===== config.mk =====
export PLATFORM = sky130hd
export DESIGN_NAME = irq_src_ctrl
export DESIGN_NICKNAME = d
export VERILOG_FILES = /design/src/rtl/irq_src_pkg.sv /design/src/rtl/irq_src_entry.sv /design/src/rtl/irq_offer_arb.sv /design/src/rtl/irq_src_ctrl.sv
export SDC_FILE = /design/constraint.sdc
export NUM_CORES = 1
export LEC_CHECK = 0
export BUFFER_PORTS_ARGS = -buffer_cell sky130_fd_sc_hd__buf_2
export CORE_MARGIN = 2
export CORE_UTILIZATION = 55
export CTS_CLUSTER_SIZE = 24
export DETAILED_ROUTE_END_ITERATION = 6
export GPL_TIMING_DRIVEN = 0
export PLACE_DENSITY = 0.76
export SLEW_MARGIN = 15
export SYNTH_ARGS = -nofsm -noshare
export SYNTH_HDL_FRONTEND = slang
export SYNTH_SLANG_ARGS = --single-unit

===== constraint.sdc =====
create_clock -name clk -period 6.7 [get_ports clk]
set_clock_uncertainty 0.2 [all_clocks]
set_input_delay 1.005 -clock clk [delete_from_list [all_inputs] [get_ports clk]]
set_output_delay 1.005 -clock clk [all_outputs]
set_load 0.1 [all_outputs]

===== src/rtl/irq_src_pkg.sv =====
// Package: shared constants and command encoding for the interrupt source controller.
// Assumes priorities are 8 bits wide and that the all-ones value masks a source.
package irq_src_pkg;
    localparam int          PRIO_W      = 8;
    localparam logic [7:0]  PRIO_MASKED = 8'hFF;

    typedef enum logic [1:0] {
        OP_NONE   = 2'd0,
        OP_REJECT = 2'd1,
        OP_EOI    = 2'd2,
        OP_RESEND = 2'd3
    } cmd_op_e;
endpackage


===== src/rtl/irq_src_entry.sv =====
// Module: state of one interrupt source: configuration, handshake bits and an offer request.
// Assumes the command decode upstream has already matched the global number to this entry.
// The grant clears the request before any event of the same cycle can set it again.
module irq_src_entry
    import irq_src_pkg::*;
#(
    parameter int SRV_W    = 4,
    parameter bit IS_LEVEL = 1'b0
) (
    input  logic              clk,
    input  logic              rst_n,
    input  logic              line_in,
    input  logic              cfg_hit,
    input  logic [SRV_W-1:0]  cfg_server,
    input  logic [PRIO_W-1:0] cfg_prio,
    input  logic [PRIO_W-1:0] cfg_saved,
    input  logic              rej_hit,
    input  logic              eoi_hit,
    input  logic              resend,
    input  logic              grant,
    output logic [SRV_W-1:0]  server,
    output logic [PRIO_W-1:0] prio,
    output logic              req
);
    logic [SRV_W-1:0]  server_q, server_n;
    logic [PRIO_W-1:0] prio_q, prio_n, saved_q, saved_n;
    logic asserted_q, asserted_n, sent_q, sent_n;
    logic rej_q, rej_n, mpend_q, mpend_n;
    logic line_q, req_q, req_n, trig;

    // Next-state rules for both source kinds; events are applied in a fixed order.
    always_comb begin
        server_n   = server_q;
        prio_n     = prio_q;
        saved_n    = saved_q;
        asserted_n = asserted_q;
        sent_n     = sent_q;
        rej_n      = rej_q;
        mpend_n    = mpend_q;
        req_n      = req_q;
        trig       = 1'b0;
        if (grant) begin
            req_n = 1'b0;
        end
        if (IS_LEVEL) begin
            asserted_n = line_in;
            if (rej_hit || eoi_hit) begin
                sent_n = 1'b0;
            end
            trig = (line_in != asserted_q) || cfg_hit || resend;
        end else begin
            if (line_in && !line_q) begin
                if (prio_q == PRIO_MASKED) mpend_n = 1'b1;
                else                       req_n   = 1'b1;
            end
            if (rej_hit) begin
                rej_n = 1'b1;
            end
        end
        if (cfg_hit) begin
            server_n = cfg_server;
            prio_n   = cfg_prio;
            saved_n  = cfg_saved;
        end
        if (IS_LEVEL) begin
            if (trig && prio_n != PRIO_MASKED && asserted_n && !sent_n) begin
                sent_n = 1'b1;
                req_n  = 1'b1;
            end
        end else begin
            if (cfg_hit && mpend_n && prio_n != PRIO_MASKED) begin
                mpend_n = 1'b0;
                req_n   = 1'b1;
            end
            if (resend && rej_n) begin
                rej_n = 1'b0;
                if (prio_n != PRIO_MASKED) req_n = 1'b1;
            end
        end
    end

    // State registers with synchronous reset to the masked, idle state.
    always_ff @(posedge clk) begin
        if (!rst_n) begin
            server_q   <= '0;
            prio_q     <= PRIO_MASKED;
            saved_q    <= PRIO_MASKED;
            asserted_q <= 1'b0;
            sent_q     <= 1'b0;
            rej_q      <= 1'b0;
            mpend_q    <= 1'b0;
            line_q     <= 1'b0;
            req_q      <= 1'b0;
        end else begin
            server_q   <= server_n;
            prio_q     <= prio_n;
            saved_q    <= saved_n;
            asserted_q <= asserted_n;
            sent_q     <= sent_n;
            rej_q      <= rej_n;
            mpend_q    <= mpend_n;
            line_q     <= line_in;
            req_q      <= req_n;
        end
    end

    assign server = server_q;
    assign prio   = prio_q;
    assign req    = req_q;

    AST_RESET_STATE: assert property (@(posedge clk)
        !rst_n |=> (prio_q == PRIO_MASKED && saved_q == PRIO_MASKED && !req_q
                    && !sent_q && !rej_q && !mpend_q && !asserted_q));
    AST_SENT_NEEDS_LINE: assert property (@(posedge clk) disable iff (!rst_n)
        $rose(sent_q) |-> (asserted_q && prio_q != PRIO_MASKED));
    AST_PEND_ONLY_MASKED: assert property (@(posedge clk) disable iff (!rst_n)
        $rose(mpend_q) |-> (prio_q == PRIO_MASKED));
endmodule


===== src/rtl/irq_offer_arb.sv =====
// Module: fixed-priority pick of the lowest requesting index and a one-hot grant on handshake.
// Assumes requests are already gated by the mask; the grant is valid only with ready high.
module irq_offer_arb #(
    parameter int NUM_SRC = 8,
    localparam int IDX_W  = (NUM_SRC > 1) ? $clog2(NUM_SRC) : 1
) (
    input  logic               clk,
    input  logic               rst_n,
    input  logic [NUM_SRC-1:0] req_vis,
    input  logic               ready,
    output logic               valid,
    output logic [IDX_W-1:0]   sel,
    output logic [NUM_SRC-1:0] grant
);
    // Scan downward so the lowest set index wins.
    always_comb begin
        sel = '0;
        for (int i = NUM_SRC - 1; i >= 0; i--) begin
            if (req_vis[i]) sel = IDX_W'(i);
        end
    end

    assign valid = |req_vis;

    // One grant bit, only for the selected entry and only on a completed handshake.
    always_comb begin
        grant = '0;
        if (valid && ready) grant[sel] = 1'b1;
    end

    AST_GRANT_ONEHOT: assert property (@(posedge clk) disable iff (!rst_n)
        $onehot0(grant));
    AST_GRANT_HITS_REQ: assert property (@(posedge clk) disable iff (!rst_n)
        ((grant & ~req_vis) == '0));
endmodule


===== src/rtl/irq_src_ctrl.sv =====
// Module: top of the interrupt source controller: entries, command decode and offer channel.
// Assumes global numbers are local index plus BASE and that the source kind is fixed by LEVEL_MASK.
module irq_src_ctrl
    import irq_src_pkg::*;
#(
    parameter int NUM_SRC  = 8,
    parameter int SRV_W    = 4,
    parameter int GNUM_W   = 12,
    parameter int BASE     = 16,
    parameter logic [NUM_SRC-1:0] LEVEL_MASK = NUM_SRC'(15),
    localparam int IDX_W   = (NUM_SRC > 1) ? $clog2(NUM_SRC) : 1
) (
    input  logic               clk,
    input  logic               rst_n,
    input  logic [NUM_SRC-1:0] src_in,
    input  logic               cfg_we,
    input  logic [IDX_W-1:0]   cfg_idx,
    input  logic [SRV_W-1:0]   cfg_server,
    input  logic [7:0]         cfg_prio,
    input  logic [7:0]         cfg_saved,
    input  logic               cmd_valid,
    input  logic [1:0]         cmd_op,
    input  logic [GNUM_W-1:0]  cmd_num,
    output logic               offer_valid,
    input  logic               offer_ready,
    output logic [SRV_W-1:0]   offer_server,
    output logic [GNUM_W-1:0]  offer_num,
    output logic [7:0]         offer_prio
);
    localparam logic [GNUM_W-1:0] BASE_G = GNUM_W'(BASE);

    logic [SRV_W-1:0]  srv_arr  [NUM_SRC];
    logic [PRIO_W-1:0] prio_arr [NUM_SRC];
    logic [NUM_SRC-1:0] req, req_vis, grant;
    logic [GNUM_W-1:0] cmd_off;
    logic              cmd_in_rng, do_rej, do_eoi, do_resend;
    logic [IDX_W-1:0]  sel;

    // Translate the global number to a local index and qualify the command.
    always_comb begin
        cmd_off    = cmd_num - BASE_G;
        cmd_in_rng = (cmd_num >= BASE_G) && (cmd_off < GNUM_W'(NUM_SRC));
        do_rej     = cmd_valid && cmd_in_rng && (cmd_op == OP_REJECT);
        do_eoi     = cmd_valid && cmd_in_rng && (cmd_op == OP_EOI);
        do_resend  = cmd_valid && (cmd_op == OP_RESEND);
    end

    for (genvar g = 0; g < NUM_SRC; g++) begin : g_src
        logic hit_idx;
        assign hit_idx = (cmd_off[IDX_W-1:0] == IDX_W'(g));

        irq_src_entry #(
            .SRV_W    (SRV_W),
            .IS_LEVEL (LEVEL_MASK[g])
        ) u_entry (
            .clk        (clk),
            .rst_n      (rst_n),
            .line_in    (src_in[g]),
            .cfg_hit    (cfg_we && cfg_idx == IDX_W'(g)),
            .cfg_server (cfg_server),
            .cfg_prio   (cfg_prio),
            .cfg_saved  (cfg_saved),
            .rej_hit    (do_rej && hit_idx),
            .eoi_hit    (do_eoi && hit_idx),
            .resend     (do_resend),
            .grant      (grant[g]),
            .server     (srv_arr[g]),
            .prio       (prio_arr[g]),
            .req        (req[g])
        );

        // A masked entry never competes for the offer channel.
        assign req_vis[g] = req[g] && (prio_arr[g] != PRIO_MASKED);
    end

    irq_offer_arb #(.NUM_SRC(NUM_SRC)) u_arb (
        .clk     (clk),
        .rst_n   (rst_n),
        .req_vis (req_vis),
        .ready   (offer_ready),
        .valid   (offer_valid),
        .sel     (sel),
        .grant   (grant)
    );

    assign offer_server = srv_arr[sel];
    assign offer_prio   = prio_arr[sel];
    assign offer_num    = BASE_G + GNUM_W'(sel);

    AST_NO_MASKED_OFFER: assert property (@(posedge clk) disable iff (!rst_n)
        offer_valid |-> (offer_prio != PRIO_MASKED));
    AST_NUM_IN_BANK: assert property (@(posedge clk) disable iff (!rst_n)
        offer_valid |-> (offer_num >= BASE_G && offer_num < BASE_G + GNUM_W'(NUM_SRC)));
    AST_HOLD_WHILE_STALLED: assert property (@(posedge clk) disable iff (!rst_n)
        (offer_valid && !offer_ready && !cfg_we && src_in == '0 && !cmd_valid)
            |=> (offer_valid && $stable(offer_num)));
endmodule


After elaboration in Yosys (flattened, before gate mapping):

Index checks and enable logic that the tools add are counted.

* register bits after elaboration: 124
* logic and storage cells: 269

* add/subtract/negate cells: 2
* $lt $le $gt $ge: 5
* equal/unequal tests: 41
* muxes and demuxes: 77
* bitwise logic cells: 2
* reduce and logical (&&, ||, !) cells: 98

Operators with widths (number)
* != test 8 bit (second input constant): 16
* 2-to-1 mux 8 bit: 11
* logical AND 1 bit: 63
* 2-to-1 mux 1 bit: 53
* == test 8 bit (second input constant): 4
* binary-select mux 8 bit (select 3 bit): 1
* == test 3 bit (second input constant): 8
* 2-to-1 mux 3 bit: 8
* OR reduction 2 bit: 8
* binary-select mux 4 bit (select 3 bit): 1
* == test 3 x 2 -> 1 bit (second input constant): 4
* >= comparator 12 x 5 -> 1 bit (second input constant): 1
* logical OR 1 bit: 12
* less-than comparator 12 x 4 -> 1 bit (second input constant): 1
* subtractor 12 x 5 -> 12 bit (second input constant): 1
* zero test 1 bit: 8
* 2-to-1 mux 4 bit: 2
* nonzero test 2 bit: 4
* OR reduction 8 bit: 1
* adder 5 x 3 -> 6 bit (first input constant): 1
* == test 3 x 1 -> 1 bit (second input constant): 2
* zero test 3 bit: 2
* == test 2 bit (second input constant): 2
* >= comparator 4 bit (second input constant): 1
* 7 further kinds: 10

Longest topological paths before layout:

* depth after elaboration: 21
* gate-level depth with buffers: 9
* gate-level depth less buffers: 8

Hierarchy:

From an unflattened synthesis, not the netlist that was laid out.

* cell total of the unflattened synthesis: 641
* area total of the unflattened synthesis: 6341.1 um^2

By module, submodules not included
* irq_src_entry (g_src[4].u_entry ...): instances 4, cells an instance 62, area each 621.8 um^2
* irq_src_entry (g_src[0].u_entry ...): instances 4, cells an instance 60, area each 595.6 um^2
* irq_src_ctrl: instances 1, cells an instance 126, area each 1281.2 um^2
* irq_offer_arb: instances 1, cells an instance 27, area each 190.2 um^2

Least setup slack after synthesis:

No wires, ideal clock.

* path kind: register to output
* start: register g_src[2].u_entry.prio_q[7]
* end: output offer_prio[1]
* data arrival time: 3016 ps
* data required time: 5495 ps
* setup slack: 2479 ps
* cell stages (with the launch flop): 9
* buffers on the path: 1
* cell sequence: dfxtp_1 -> nand4_1 -> o21ai_2 -> o21ai_0 -> o21ai_2 -> nand2_4 -> buf_12 -> mux2i_1 -> o2111ai_1

* cells in the longest elaborated chain, start to end: 9

RTL lines
* start: declaration: line irq_src_entry.sv:26 `logic [PRIO_W-1:0] prio_q, prio_n, saved_q, saved_n;`
* start signal: assignment: line irq_src_entry.sv:96 `prio_q <= prio_n;`
* != test 8 bit: line irq_src_ctrl.sv:73 `assign req_vis[g] = req[g] && (prio_arr[g] != PRIO_MASKED);`
* logical AND 1 bit: line irq_src_ctrl.sv:73
* 2-to-1 mux 3 bit (3 in series): line irq_offer_arb.sv:19 `if (req_vis[i]) sel = IDX_W'(i);`
* inverter 3 -> 4 bit (not written as such): line irq_src_ctrl.sv:87 `assign offer_prio = prio_arr[sel];`
* binary-select mux 8 bit (select 3 bit): line irq_src_ctrl.sv:87
* 2-to-1 mux 8 bit (not written as such) (2 in series): line irq_src_ctrl.sv:87
* end: declaration: line irq_src_ctrl.sv:28 `output logic [7:0] offer_prio`

No other way between the ends. The select of a mux whose other input is x is not followed.

Worst setup path in the final report:

* start: register g_src[3].u_entry.prio_q[4]
* end: output offer_server[2]

* cells in the longest elaborated chain, start to end: 10

RTL lines
* start: declaration: line irq_src_entry.sv:26
* start signal: assignment: line irq_src_entry.sv:96
* != test 8 bit: line irq_src_ctrl.sv:73
* logical AND 1 bit: line irq_src_ctrl.sv:73
* 2-to-1 mux 3 bit (4 in series): line irq_offer_arb.sv:19
* inverter 3 -> 4 bit (not written as such): line irq_src_ctrl.sv:86 `assign offer_server = srv_arr[sel];`
* binary-select mux 4 bit (select 3 bit): line irq_src_ctrl.sv:86
* 2-to-1 mux 4 bit (not written as such) (2 in series): line irq_src_ctrl.sv:86
* end: declaration: line irq_src_ctrl.sv:26 `output logic [SRV_W-1:0] offer_server,`

No other way between the ends. The select of a mux whose other input is x is not followed.

==> results by group <==
Worst setup path
  • CP Class: reg -> out
  • CP Launch Type: register
  • Reg-to-Reg Start: g_src[6].u_entry.prio[4]$_SDFF_PN1_
  • CP Capture Type: output pin
  • Worst Path Arrival: 3.55 ns
  • Crit-path max FO: 10
  • Crit path from: g_src[3].u_entry.prio[4]$_SDFF_PN1_
  • CP required: 5.49 ns

STA
  • Min Tclk post-route: 4.76 ns
  • Setup ws final: 1.94 ns
  • Final setup fails: 0
  • Max Slew Vio Count: 0
  • Worst rel slew slack: 51.2%
  • Final hold vios: 0
  • Fin Setup TNS: 0 ns
  • Hold WS: 0.263 ns
  • RSZ-0062 raised after global routing: no
  • Fmax: 0.210 GHz
  • Final period util: 71.0%
  • Worst-Margin Slew: 0.732 ns

Placement
  • Port Buffer Count: 42
  • Dpl cell area: 0.00652 sq mm
  • Post-Place Setup Slack: 2.70 ns
  • Dpl hpwl: 14600 um
  • RePlAce Congestion: 0.985
  • Placed Instances: 985

Floorplanning
  • Io pins: 75
  • Initial Util: 56.4%
  • Row count: 38
  • Core Area: 0.0108 sq mm
  • Total die area: 0.0120 sq mm
  • Width of the die: 109 um
  • Die height: 109 um

Worst hold path
  • Hold_sp: g_src[5].u_entry.server[1]$_SDFFE_PN0P_
  • HP Class: reg -> reg

Drt
  • Initial DRC count: 774
  • DR WL met2: 8770 um
  • Highest routed metal layer: met4
  • Drt via density: 6.06
  • DR pass1 iterations: 6
  • Via Count: 6154
  • # DRC: 0
  • WL met3: 1950 um
  • Final ANT Viol Nets: 0
  • M1 wire length: 7850 um
  • Routed WL: 19100 um
  • Drt wl/cell: 18.8 um

Clock network
  • CTS Buffer Depth: 2
  • Post-CTS resize count: 0
  • Clk pin slew, worst setup/hold paths: 0.06 ns
  • TritonCTS Buffers: 17
  • CTS sink count: 124
  • Clock latency on the worst-skew pair: 0.54 ns
  • # hold bufs at CTS: 0
  • # Post-CTS Setup Buffers: 0
  • H-tree levels: 4
  • CTS tree: yes
  • Clock root cell: clkbuf_8

Run status
  • Status: finished, final reports clean

Synth
  • Netlist Area Pre-Place: 0.00611 sq mm
  • Cells after Synth: 796
  • Yosys Warn Count: 0
  • Sequential area share after synthesis: 40.6%
  • Avg Synthesized Cell Area: 7.68 sq um
  • Seq cells post-synth: 124
  • Synth cell types: 51

GRT
  • Initial antenna violation count: 0
  • Vias in the first global route: 5754
  • GRT overflow: 0
  • GRT Total Usage: 33.4%
  • Largest net degree at the start of global routing: 17
  • First-pass GRT wire length: 29700 um

Pwr
  • Max VDD drop: 0.238 mV
  • Total power: 2.31 mW
  • Power density cells: 326 mW/mm^2
  • P_leak: 3.10 nW

Cells and area
  • Area delta synth->final: 16.0%
  • Final Non-Filler Cells: 1016
  • N_diodes: 0
  • Layout cell share with drive strength beyond 1: 11.1%
  • Final #Nets: 914
  • Finished Core Util: 65.4%
  • Design Area, Final: 0.00709 sq mm

Job
  • Max-Cap Viols: 0
## synth_stat cells, drive strengths merged
library cell,n,share of area [%]
or3,2,0.20
o32ai,1,0.14
a211oi,3,0.37
inv,4,0.33
and3,24,2.5
a31oi,17,1.7
nor2b,6,0.61
o2111ai,12,1.7
nand2b,5,0.51
a32oi,2,0.29
o221a,1,0.18
clkbuf,54,3.3
and2,11,1.1
a311oi,1,0.25
a21o,1,0.12
nor3b,1,0.12
nor2,27,1.7
o31a,2,0.29
o211ai,2,0.25
nand2,216,13
nand4,21,2.1
or2,1,0.10
o211a,1,0.16
o21ai,49,4.4
conb,2,0.12
nor3,5,0.41
nor4b,1,0.25
nor4,1,0.10
nand3b,1,0.12
xnor2,1,0.14
a21oi,7,0.57
dfxtp,124,41
mux2i,12,2.0
o31ai,4,0.49
nand3,70,5.7
nor4bb,13,2.1
o21a,7,0.86
o311ai,2,0.29
a21boi,63,7.7
buf,19,2.6
## final cells by class
class	instances	area (sq um)
Buffer	73	360
Clock buffer	25	484
Clock inverter	6	85.1
Fill cell	961	3750
Inverter	4	20.0
Multi-Input combinational cell	602	3280
Sequential cell	124	2480
Tap cell	140	175
Timing Repair Buffer	42	210
## where the power goes
part	internal (mW)	switching, mW	total, mW
sequential	0.769	0.0204	0.790
combinational	0.148	0.486	0.633
clock	0.565	0.322	0.887
total	1.48	0.828	2.31
## logic make-up (layout without fill, tap and decap cells)
kind of cell | Yosys count | in the layout | synth area share, %
AO/OA/AOI/OAI | 175 | 175 | 19.8
XOR/XNOR | 1 | 1 | 0.143
buffers and inverters | 77 | 150 | 6.22
flip-flops | 124 | 124 | 40.6
multiplexers | 12 | 12 | 1.97
other | 2 | 9 | 0.123
AND/OR/NAND/NOR | 405 | 405 | 31.1
## final timing paths
path | end | slack, ns | cells after the start
worst max-delay path | offer_server[2] | 1.94 | 8
worst min-delay path | g_src[5].u_entry.server[1]$_SDFFE_PN0P_ | 0.26 | 2
worst max register to register | g_src[5].u_entry.req$_SDFF_PN0_ | 4.21 | 8
worst min register to register | g_src[5].u_entry.server[1]$_SDFFE_PN0P_ | 0.26 | 2
## critical path, stage by stage, from the launching register on
cell       delay (ns)
dfxtp_1          0.37
nand4_1          0.29
o21ai_0          0.31
nand2_1          0.19
o21ai_0          0.57
clkbuf_1         0.36
o21ai_0          0.23
o2111ai_1        0.20
buf_2            0.50
## layer usage
| metal | vias up | GRT usage [%] |
|---|---|---|
| met3 | 52 | 9.25 |
| met5 | - | 0 |
| li1 | 2899 | - |
| met2 | 328 | 52.5 |
| met1 | 2875 | 43.5 |
| met4 | 0 | 12.7 |
## placed cells by master (no fill, tap or decap), drive strengths merged, types with 2 or more instances in the layout
cell / synthesis / final
nor2: 27 / 27
nor2b: 6 / 6
o21a: 7 / 7
and2: 11 / 11
inv: 4 / 4
nand3: 70 / 70
clkinvlp: 0 / 2
and3: 24 / 24
buf: 19 / 61
nand2b: 5 / 5
nor4bb: 13 / 13
a31oi: 17 / 17
o21ai: 49 / 49
o211ai: 2 / 2
mux2i: 12 / 12
a21oi: 7 / 7
clkinv: 0 / 2
o2111ai: 12 / 12
nand4: 21 / 21
nor3: 5 / 5
o31ai: 4 / 4
bufinv: 0 / 2
clkbuf: 54 / 79
nand2: 216 / 216
or3: 2 / 2
o31a: 2 / 2
o311ai: 2 / 2
conb: 2 / 9
dfxtp: 124 / 124
a211oi: 3 / 3
a21boi: 63 / 63
a32oi: 2 / 2
## flip-flops by register name, summed over array words and instances (netlist names)
signal                    count
g_src.u_entry.rej_q           4
g_src.u_entry.server         32
g_src.u_entry.mpend_q         4
g_src.u_entry.prio           64
g_src.u_entry.sent_q          4
g_src.u_entry.req             8
g_src.u_entry.asserted_q      4
g_src.u_entry.line_q          4
Note: power is estimated with default switching activity, not from simulation.
